**src/rtl/csel_pkg.sv**
```systemverilog
package csel_pkg;

   localparam int unsigned MAX_GRP   = 32;
   localparam int unsigned FIELD_W   = 4;
   localparam int unsigned MAX_GRP_W = 11;

   typedef logic [MAX_GRP*FIELD_W-1:0] grp_list_t;

   // width of group idx taken from its 4-bit field
   function automatic int unsigned grp_w(grp_list_t list, int unsigned idx);
      return int'(list[idx*FIELD_W +: FIELD_W]);
   endfunction

   // first bit position of group idx (sum of all widths below it)
   function automatic int unsigned grp_lo(grp_list_t list, int unsigned idx);
      int unsigned acc;
      acc = 0;
      for (int unsigned k = 0; k < idx; k++) acc += grp_w(list, k);
      return acc;
   endfunction

endpackage

```
**src/rtl/csel_rca.sv**
```systemverilog
module csel_rca #(
   parameter int unsigned N = 2
) (
   input  logic [N-1:0] a,
   input  logic [N-1:0] b,
   input  logic         ci,
   output logic [N-1:0] s,
   output logic         co
);
   logic [N:0] c;
   assign c[0] = ci;

   for (genvar i = 0; i < N; i++) begin : g_fa
      logic p;
      assign p      = a[i] ^ b[i];
      assign s[i]   = p ^ c[i];
      assign c[i+1] = (a[i] & b[i]) | (p & c[i]);
   end

   assign co = c[N];
endmodule

```
**src/rtl/csel_inc.sv**
```systemverilog
module csel_inc #(
   parameter int unsigned N = 3
) (
   input  logic [N-1:0] d,
   output logic [N-1:0] q
);
   logic [N-1:0] all_low;   // AND of all bits below position i

   assign all_low[0] = 1'b1;
   assign q[0]       = ~d[0];

   for (genvar i = 1; i < N; i++) begin : g_bit
      assign all_low[i] = all_low[i-1] & d[i-1];
      assign q[i]       = d[i] ^ all_low[i];
   end
endmodule

```
**src/rtl/csel_mux.sv**
```systemverilog
module csel_mux #(
   parameter int unsigned N = 3
) (
   input  logic         sel,
   input  logic [N-1:0] d0,
   input  logic [N-1:0] d1,
   output logic [N-1:0] q
);
   for (genvar i = 0; i < N; i++) begin : g_bit
      assign q[i] = (d0[i] & ~sel) | (d1[i] & sel);
   end
endmodule

```
**src/rtl/csel_group.sv**
```systemverilog
module csel_group #(
   parameter int unsigned W     = 2,
   parameter bit          FIRST = 1'b0
) (
   input  logic [W-1:0] a,
   input  logic [W-1:0] b,
   input  logic         ci,
   output logic [W-1:0] s,
   output logic         co
);
   if (FIRST) begin : g_base
      csel_rca #(.N(W)) u_rca (
         .a (a),
         .b (b),
         .ci(ci),
         .s (s),
         .co(co)
      );
   end else begin : g_sel
      logic [W-1:0] s_zero;
      logic         c_zero;
      logic [W:0]   r_zero;
      logic [W:0]   r_one;
      logic [W:0]   r_pick;

      csel_rca #(.N(W)) u_rca (
         .a (a),
         .b (b),
         .ci(1'b0),
         .s (s_zero),
         .co(c_zero)
      );

      assign r_zero = {c_zero, s_zero};

      csel_inc #(.N(W+1)) u_inc (
         .d(r_zero),
         .q(r_one)
      );

      csel_mux #(.N(W+1)) u_mux (
         .sel(ci),
         .d0 (r_zero),
         .d1 (r_one),
         .q  (r_pick)
      );

      assign s  = r_pick[W-1:0];
      assign co = r_pick[W];
   end
endmodule

```
**src/rtl/csel_sqrt_adder.sv**
```systemverilog
module csel_sqrt_adder
   import csel_pkg::*;
#(
   parameter int unsigned WIDTH  = 16,
   parameter int unsigned NGRP   = 5,
   parameter grp_list_t   GROUPS = grp_list_t'(128'h54322)
) (
   input  logic [WIDTH-1:0] a,
   input  logic [WIDTH-1:0] b,
   input  logic             ci,
   output logic [WIDTH-1:0] sum,
   output logic             co
);
   localparam int unsigned TOTAL = grp_lo(GROUPS, NGRP);

   if (NGRP < 1 || NGRP > MAX_GRP) begin : g_bad_count
      $error("csel_sqrt_adder: group count out of range");
   end
   if (TOTAL != WIDTH) begin : g_bad_total
      $error("csel_sqrt_adder: group widths do not sum to WIDTH");
   end
   if (grp_w(GROUPS, 0) != 2) begin : g_bad_first
      $error("csel_sqrt_adder: lowest group must be two bits");
   end

   logic [NGRP:0] carry;
   assign carry[0] = ci;

   for (genvar g = 0; g < NGRP; g++) begin : g_grp
      localparam int unsigned LO = grp_lo(GROUPS, g);
      localparam int unsigned GW = grp_w(GROUPS, g);

      if (GW < 1 || GW > MAX_GRP_W) begin : g_bad_w
         $error("csel_sqrt_adder: group width out of range");
      end

      csel_group #(.W(GW), .FIRST(g == 0)) u_grp (
         .a (a[LO +: GW]),
         .b (b[LO +: GW]),
         .ci(carry[g]),
         .s (sum[LO +: GW]),
         .co(carry[g+1])
      );
   end

   assign co = carry[NGRP];
endmodule

```
**config.mk**
```make
export PLATFORM = sky130hd
export DESIGN_NAME = csel_sqrt_adder
export DESIGN_NICKNAME = d
export VERILOG_FILES = /design/src/rtl/csel_pkg.sv /design/src/rtl/csel_rca.sv /design/src/rtl/csel_inc.sv /design/src/rtl/csel_mux.sv /design/src/rtl/csel_group.sv /design/src/rtl/csel_sqrt_adder.sv
export SDC_FILE = /design/constraint.sdc
export NUM_CORES = 1
export LEC_CHECK = 0
export ABC_AREA = 0
export BUFFER_PORTS_ARGS = -buffer_cell sky130_fd_sc_hd__buf_2
export CAP_MARGIN = 20
export CELL_PAD_IN_SITES_DETAIL_PLACEMENT = 1
export CELL_PAD_IN_SITES_GLOBAL_PLACEMENT = 1
export CORE_UTILIZATION = 34
export DETAILED_ROUTE_END_ITERATION = 7
export GPL_TIMING_DRIVEN = 1
export PLACE_DENSITY_LB_ADDON = 0.2
export SYNTH_ARGS = -nofsm -noshare
export SYNTH_HDL_FRONTEND = slang
export SYNTH_SLANG_ARGS = --single-unit
```
**constraint.sdc**
```tcl
create_clock -name vclk -period 4.45
set_input_delay 0.89 -clock vclk [all_inputs]
set_output_delay 0.89 -clock vclk [all_outputs]
set_load 0.02 [all_outputs]
```
==> flow_summary_export.csv, run 1 <==
group,metric,value,unit
outcome,status,"finished with violations",
outcome,violations,"negative setup slack",
floorplan,std_cell_rows,19,
routing,wl_per_cell,13.9,µm
pwr,p_leak,0.788,nW
floorplan,start_util,0.358,
final_layout,clock_buffer_count,0,
setup_path,critPathRequiredTime,3.56,ns
timing,setup_viol,1,
timing,rsz0062_at_grt,"yes",
global_routing,global_route.usage.met3,0.00930,
floorplan,ios,50,
timing,finalHoldViolations,0,
routing,ant_nets,0,
routing,drt-vias-per-instance,5.13,
placed_design,place.detailed.hpwl,2320,µm
worst_hold_path,min-delay-path-class,"in2out",
yosys,compound_cell_area_share_of_the_yosys_netlist,0.126,
final_layout,finish.instance_area,1530,µm²
floorplan,vert_die_dim,55.7,µm
final_layout,fin_nets,234,
pwr,fin_total_pwr,0.294,mW
pwr,power.ir.vdd_worst,132,µV
yosys,yosys-mux-area-fraction,0.0575,
global_routing,total_congestion_overflow_after_global_routing,0,
setup_path,worst_setup_path_start_kind,"input port",
routing,detail_route.iter0.violations,8,
final_layout,design.seq.count,0,
floorplan,core_region_area,2730,µm²
worst_hold_path,holdPathStages,3,
final_layout,antenna-diode-count,0,
global_routing,grt_start_max_net_pins,13,
timing,worst_pin_slew,0.429,ns
placed_design,place_ws,-0.320,ns
yosys,synth.lib_cells_used.distinct,32,
clock_tree,cts_hold_buffers,0,
yosys,synth_top_cell_area_share,0.245,
yosys,ys_seq_area_frac,0,
final_layout,final-seq-area,0,µm²
floorplan,die_w,55.7,µm
global_routing,global_route.usage.met2,0.413,
timing,final_period_minus_worst_setup_slack,4.46,ns
global_routing,grt_pass1_vias,1176,
routing,num_vias,1046,
routing,first_pass_iters,2,
global_routing,global_route.usage.met1,0.174,
final_layout,fin_cells,204,
yosys,avgSynthCellArea,8.75,µm²
floorplan,design.die.area,3100,µm²
timing,fin_hold_ws,2.17,ns
placed_design,global_placer_s_final_weighted_congestion,0.808,
setup_path,largest_driver_fanout_on_the_critical_path,5,
yosys,largest_cells_by_area_after_synthesis,"fa_1 (25%), ha_1 (18%), inv_1 (10%)",
global_routing,global_route.usage.total,0.182,
flow_run,maxCapViolCount,0,
timing,timing.final.max_slew_violations,0,
yosys,synth-warning-count,0,
global_routing,grt_antenna_before_repair,0,
yosys,post_synth_instance_area,980,µm²
final_layout,layout-drive-gt1-share,0.566,
yosys,synth.largest_area_cell,"fa_1",
yosys,syn-instance-count,112,
global_routing,grt_first_pass_wirelength,4670,µm
worst_hold_path,timing.hold.worst_endpoint,"sum[1]",
routing,drc,0,
placed_design,postPlaceCellArea,1320,µm²
timing,maxSlewHeadroom,0.714,
yosys,post_synth_xor_area_fraction,0.0587,
timing,max_freq,0.224,GHz
pwr,p_per_area,193,nW/µm²
placed_design,placedCellCount,200,
placed_design,port_buffers,50,
routing,postRouteWirelength,2830,µm
yosys,synth_simple_gate_area_frac,0.207,
global_routing,grt_most_used_layer,"met2",
setup_path,cp-end-kind,"output port",
timing,finalCritPeriodShare,1.00,
final_layout,flow.area_growth_from_synthesis,55.8,%
worst_hold_path,worst_hold_startpoint,"b[1]",
yosys,synth_top_family_by_area,"adder cells",
setup_path,critPathArrivalTime,3.57,ns
timing,finalSetupTns,-0.00570,ns
final_layout,fin_util,0.558,
setup_path,setup.worst_path.class,"in2out",
yosys,synth_adder_area_share,0.424,
timing,final_worst_setup_slack,-0.00570,ns
yosys,post_synthesis_net_count,171,
area by class of cell:
| class | count | area (µm²) |
|---|---|---|
| multi-input cells | 83 | 1000 |
| repair buffers | 64 | 389 |
| inverters | 26 | 97.6 |
| fillers | 336 | 1210 |
| well taps | 31 | 38.8 |
repair_timing:
item                                    in CTS  in global routing
setup buffers                                4                  0
resized for setup                           29                  5
pin swaps                                   13                  6
endpoints found under the hold margin        0                  0
endpoints found under the setup margin       4                  9
critical path: stages:
cell and delay (ns):
buf_6 0.08, ha_4 0.12, fa_2 0.19, inv_2 0.04
fa_2 0.33, fa_2 0.34, fa_1 0.47, inv_2 0.08
ha_4 0.16, and4b_1 0.22, o32ai_2 0.07, nor4b_2 0.17
a311oi_2 0.20, buf_4 0.18
power breakdown:
| group | switching [mW] | internal, mW |
|---|---|---|
| Sequential | 0 | 0 |
| Combinational | 0.159 | 0.135 |
| Clock | 0 | 0 |
| Total | 0.159 | 0.135 |
per-layer routing:
metal,wire (µm),share of wire
met1,996,0.35
met2,1750,0.62
met3,82,0.029
met4,0,0
met5,0,0
cell families after synthesis:
family                   Yosys count
AND/OR/NAND/NOR                   33
adder cells (fa/ha/maj)           26
XOR/XNOR                           5
multiplexers                       5
buffers and inverters             29
AO/OA/AOI/OAI                     14
cell usage in the layout (no fill, tap or decap), types with 2 or more instances in the layout:
cell,synthesis,routed
xor2_1,2,2
mux2_2,5,5
and3b_1,2,2
a2bb2oi_1,4,4
fa_2,0,5
nor2_1,4,4
inv_1,26,22
inv_2,0,4
or2_2,3,3
nor4_4,1,2
ha_4,0,4
ha_1,14,10
buf_6,2,5
fa_1,12,7
a311oi_1,3,2
nor4_1,4,2
nor3_2,0,2
nand2_1,9,9
buf_2,0,44
buf_4,0,15
synth_stat cells:
library cell,count
xor2_1,2
ha_1,14
and3b_1,2
nand4bb_1,1
or2_2,3
nor4_1,4
a21boi_2,1
nor3_1,2
clkbuf_1,1
nand2b_1,2
a2bb2oi_1,4
o211a_1,1
nor2_1,4
xnor3_1,1
nor4_4,1
o311a_1,1
and4b_1,1
o21ai_0,1
xnor2_1,2
a311o_1,1
nand3b_1,1
nor4b_1,1
nand3_1,1
a211oi_1,1
a311oi_1,3
fa_1,12
inv_1,26
mux2_2,5
buf_6,2
nand2_1,9
o32ai_1,1
nor2_2,1
how the worst max path moves through the flow:
stage	cells past startpoint	start	endpoint	slack, ns
floorplan	11	a[7]	sum[13]	-0.02
global placement	14	a[11]	co	-0.21
detailed placement	14	a[11]	co	-0.32
CTS	14	a[11]	co	-0.13
global route	11	a[4]	sum[15]	-0.14
finish	14	a[11]	co	-0.006
(Power assumes the default switching activity.)
==> run 2, diff against run 1 <==
CORE_ASPECT_RATIO = 1.2   (was not set)
==> run 2 against run 1 <==
  * Design area is 0.16% lower
  * Critical endpoint is now sum[10]
  * Critical path depth is 3 lower
  * Combinational power is 2% higher
  * Largest cell class unchanged
  * Global-route usage is 0.41 points higher
  * Wire length is 1.6% higher
  * The run still ends with negative setup slack left
  * Maximum frequency hardly changed
  * Largest power group unchanged
  * Total power is 2.6% higher
  * Count of clock-buffer cells in the layout stayed put
  * Non-clock buffer count is 2 higher
  * First-iteration DRC count is 38% higher
  * Core utilization is 2.2 points higher
==> flow_summary_export.csv, run 2 (same netlist as run 1, synthesis figures left out) <==
group,metric,value,unit
setup_path,cp_num_buf_inv,4,
setup_path,critPathRequiredTime,3.56,ns
global_routing,grt_antenna_before_repair,0,
routing,routed-wl-met2,1630,µm
routing,ant_nets,0,
placed_design,port_buffers,50,
worst_hold_path,min-delay-path-class,"in2out",
floorplan,std_cell_rows,20,
setup_path,setup.worst_path.class,"in2out",
flow_run,maxCapViolCount,0,
final_layout,final_common_cell,"buf_2",
routing,wirelength_met1,1090,µm
placed_design,place_ws,-0.246,ns
floorplan,vert_die_dim,60.8,µm
routing,drc,0,
floorplan,ios,50,
pwr,p_leak,0.800,nW
final_layout,multiInputGateArea,981,µm²
routing,first_pass_iters,4,
placed_design,place.detailed.hpwl,2350,µm
setup_path,critPathArrivalTime,3.56,ns
global_routing,grt_start_max_net_pins,12,
outcome,violations,"negative setup slack",
setup_path,worst_setup_path_start_kind,"input port",
routing,wl_met3,116,µm
clock_tree,cts_hold_buffers,0,
setup_path,timing.critical_path.max_delay_family,"adder cells",
placed_design,placedCellCount,204,
routing,postRouteWirelength,2870,µm
pwr,power.ir.vdd_worst,121,µV
setup_path,worstPathCellList,"buf_2, ha_1, fa_1, fa_1, ha_2, inv_2, buf_4, nor3_1, xnor2_2, mux2_2, buf_2",
final_layout,antenna-diode-count,0,
global_routing,grt_pass1_vias,1057,
global_routing,global_route.usage.total,0.186,
routing,top_layer,"met4",
routing,drt-vias-per-instance,5.08,
setup_path,slowest_stage,"fa_1",
floorplan,core_region_area,2630,µm²
timing,timing.final.max_slew_violations,0,
timing,finalHoldViolations,0,
routing,wl_per_cell,13.8,µm
outcome,status,"finished with violations",
final_layout,fin_nets,236,
timing,setup_viol,1,
pwr,fin_total_pwr,0.301,mW
final_layout,layout-drive-gt1-share,0.566,
timing,max_freq,0.225,GHz
setup_path,timing.critical_path.slowest_cell_delay,0.53,ns
timing,final_worst_setup_slack,-0.00143,ns
placed_design,global_placer_s_final_weighted_congestion,0.770,
timing,finalCritPeriodShare,1.00,
timing,worst_pin_slew,0.473,ns
global_routing,total_congestion_overflow_after_global_routing,0,
final_layout,final-seq-area,0,µm²
timing,final_period_minus_worst_setup_slack,4.45,ns
floorplan,design.die.area,3100,µm²
final_layout,num-fill-cells,321,
final_layout,most-common-layout-cells,"buf_2 (44), inv_1 (22), buf_4 (17)",
final_layout,design.seq.count,0,
timing,maxSlewHeadroom,0.683,
floorplan,start_util,0.373,
final_layout,fin_cells,208,
setup_path,cp-end-kind,"output port",
final_layout,flow.area_growth_from_synthesis,55.6,%
routing,num_vias,1056,
global_routing,grt_first_pass_wirelength,4460,µm
timing,rsz0062_at_grt,"yes",
routing,detail_route.iter0.violations,11,
setup_path,largest_driver_fanout_on_the_critical_path,4,
pwr,p_per_area,198,nW/µm²
floorplan,die_w,51,µm
final_layout,clock_buffer_count,0,
final_layout,fin_util,0.580,
## run 2: cell count changes in the layout (fill, tap and decap cells not counted), sizes merged
cell,previous run,this run
buf,64,66
## run 2: where the power goes
part | total [mW] | internal [mW] | switching (mW)
combinational | 0.301 | 0.140 | 0.162
clock | 0 | 0 | 0
sequential | 0 | 0 | 0
## run 2: layer usage
| layer | GRT usage | vias to the layer above |
|---|---|---|
| met3 | 0.00501 | 4 |
| met2 | 0.393 | 32 |
| met1 | 0.201 | 512 |
| li1 | - | 508 |
| met4 | 0.0397 | 0 |
| met5 | 0 | - |
## run 2: layout make-up
type / count / share of cell area
inverters: 26 / 0.0640
repair buffers: 66 / 0.265
multi-input cells: 83 / 0.644
well taps: 33 / 0.0271
## run 2: final timing paths
path,start,endpoint,slack [ns],cells after the start
worst max-delay path,a[4],sum[10],-0.001,11
worst min-delay path,b[1],sum[1],2.18,3
## run 2: repair_timing
item                       4_1_cts  5_1_grt
pin swaps                       10        1
setup buffers                    3        1
gates resized for setup         26        8
setup endpoints to repair        8        9
## run 2: through the flow
step                area, µm²  hold slack (ns)  TNS (ns)
floorplan                 986             2.04   -0.0321
global placement         1340             2.17    -0.290
detailed placement       1340             2.18    -0.534
CTS                      1480             2.18    -0.363
global route             1520             2.19    -0.554
finish                   1520             2.18  -0.00143
==> run 3, diff against run 2 <==
CORE_MARGIN = 2   (was not set)
MAX_ROUTING_LAYER = met4   (was not set)
SETUP_SLACK_MARGIN = 0.5   (was not set)
==> run 3 against run 2 <==
  * The run now ends clean
  * Flip-flop and latch count did not move
  * Wire length grew 5.9%
  * Total power rose by 16%
  * Core utilization is 3.3 points higher
  * Final cell count shrank 0.48%
  * Largest cell class unchanged
  * Largest power group unchanged
==> flow_summary_export.csv, run 3 (same netlist as run 1, synthesis figures left out) <==
group,metric,value,unit
pwr,p_per_area,208,nW/µm²
setup_path,setup.worst_path.class,"in2out",
placed_design,port_buffers,50,
final_layout,clock_buffer_count,0,
flow_run,maxCapViolCount,0,
floorplan,vert_die_dim,62.8,µm
final_layout,multiInputGateArea,1090,µm²
setup_path,timing.critical_path.slowest_cell_delay,0.47,ns
global_routing,grt_first_pass_wirelength,5380,µm
floorplan,design.die.area,3330,µm²
placed_design,placedCellCount,203,
global_routing,grt_start_max_net_pins,18,
timing,rsz0062_at_grt,"yes",
final_layout,design.seq.count,0,
placed_design,place.detailed.hpwl,2460,µm
floorplan,start_util,0.355,
pwr,pwr-share-seq,0,
setup_path,cpMostUsedCell,"fa_2",
floorplan,ios,50,
floorplan,std_cell_rows,21,
setup_path,critPathArrivalTime,3.55,ns
final_layout,layout-drive-gt1-share,0.642,
routing,first_pass_iters,1,
floorplan,core_region_area,2760,µm²
pwr,power.share.combinational,1.000,
global_routing,grt_antenna_before_repair,0,
setup_path,largest_driver_fanout_on_the_critical_path,5,
timing,finalHoldViolations,0,
setup_path,slowest_stage,"fa_1",
final_layout,fin_util,0.613,
worst_hold_path,min-delay-path-class,"in2out",
final_layout,num-fill-cells,322,
pwr,clock_group_share_of_total_power,0,
global_routing,global_route.usage.total,0.213,
routing,detail_route.iter0.violations,0,
routing,drc,0,
pwr,p_leak,0.830,nW
setup_path,cp-end-kind,"output port",
final_layout,final-seq-area,0,µm²
floorplan,die_w,53,µm
routing,num_vias,1068,
pwr,power.share.switching,0.500,
timing,finalSetupTns,0,ns
global_routing,total_congestion_overflow_after_global_routing,0,
setup_path,worst_setup_path_start_kind,"input port",
pwr,power_report.internal_total,0.175,mW
timing,final_period_minus_worst_setup_slack,4.44,ns
placed_design,place_ws,-0.215,ns
final_layout,most-common-layout-cells,"buf_2 (35), inv_1 (21), buf_6 (19)",
final_layout,fin_cells,207,
timing,maxSlewHeadroom,0.753,
timing,max_freq,0.225,GHz
pwr,fin_total_pwr,0.351,mW
timing,worst_pin_slew,0.370,ns
pwr,total_switching_power,0.176,mW
routing,postRouteWirelength,3050,µm
timing,final_worst_setup_slack,0.0147,ns
final_layout,flow.area_growth_from_synthesis,72.5,%
timing,setup_viol,0,
timing,finalCritPeriodShare,0.997,
final_layout,antenna-diode-count,0,
clock_tree,cts_hold_buffers,0,
pwr,power.ir.vdd_worst,112,µV
final_layout,final_common_cell,"buf_2",
setup_path,critPathRequiredTime,3.56,ns
routing,drt-vias-per-instance,5.16,
placed_design,global_placer_s_final_weighted_congestion,0.810,
routing,wl_per_cell,14.7,µm
final_layout,fin_nets,234,
outcome,status,"finished clean",
global_routing,grt_pass1_vias,1248,
setup_path,worstPathCellList,"buf_6, ha_4, fa_2, inv_2, fa_2, fa_2, fa_1, inv_2, ha_4, and4b_1, o32ai_2, nor4b_2, a311oi_2, buf_4",
timing,timing.final.max_slew_violations,0,
routing,ant_nets,0,
run 3: final timing paths:
check	slack, ns	cells past startpoint	to	from
setup / recovery	0.01	14	co	a[11]
hold / removal	2.18	3	sum[1]	b[1]
run 3: power groups by stage:
stage,registers (mW),logic [mW],clock network (mW)
after detailed placement,0,0.290,0
after global placement,0,0.275,0
after global routing,0,0.386,0
after CTS,0,0.348,0
final,0,0.351,0
after floorplan,0,0.198,0
run 3: layer usage:
layer  GRT usage  vias up  part of all wire
li1            -      510                 -
met1       0.192      519              0.32
met2       0.461       33              0.62
met3     0.00718        6             0.038
met4      0.0288        0             0.017
met5           -        -                 0
run 3: stage by stage:
stage          instance area [µm²]  hold slack [ns]
2_1_floorplan                 1070             2.04
3_3_place_gp                  1410             2.16
3_5_place_dp                  1410             2.19
4_1_cts                       1660             2.19
5_1_grt                       1690             2.21
6_report                      1690             2.18
run 3: worst max-delay path: cells and delay by family:
family	cells	cell delay, ns
buffers and inverters	4	0.40
AO/OA/AOI/OAI	2	0.29
AND/OR/NAND/NOR	2	0.37
adder cells (fa/ha/maj)	6	1.58
run 3: area by class of cell:
class,instances,share of cell area
inverters,26,0.0577
repair buffers,64,0.275
well taps,34,0.0252
multi-input cells,83,0.642
run 3: repair_timing:
action,in CTS,in global routing
setup endpoints to repair,10,12
pin swaps,12,4
setup buffers,3,1
gates resized for setup,48,7
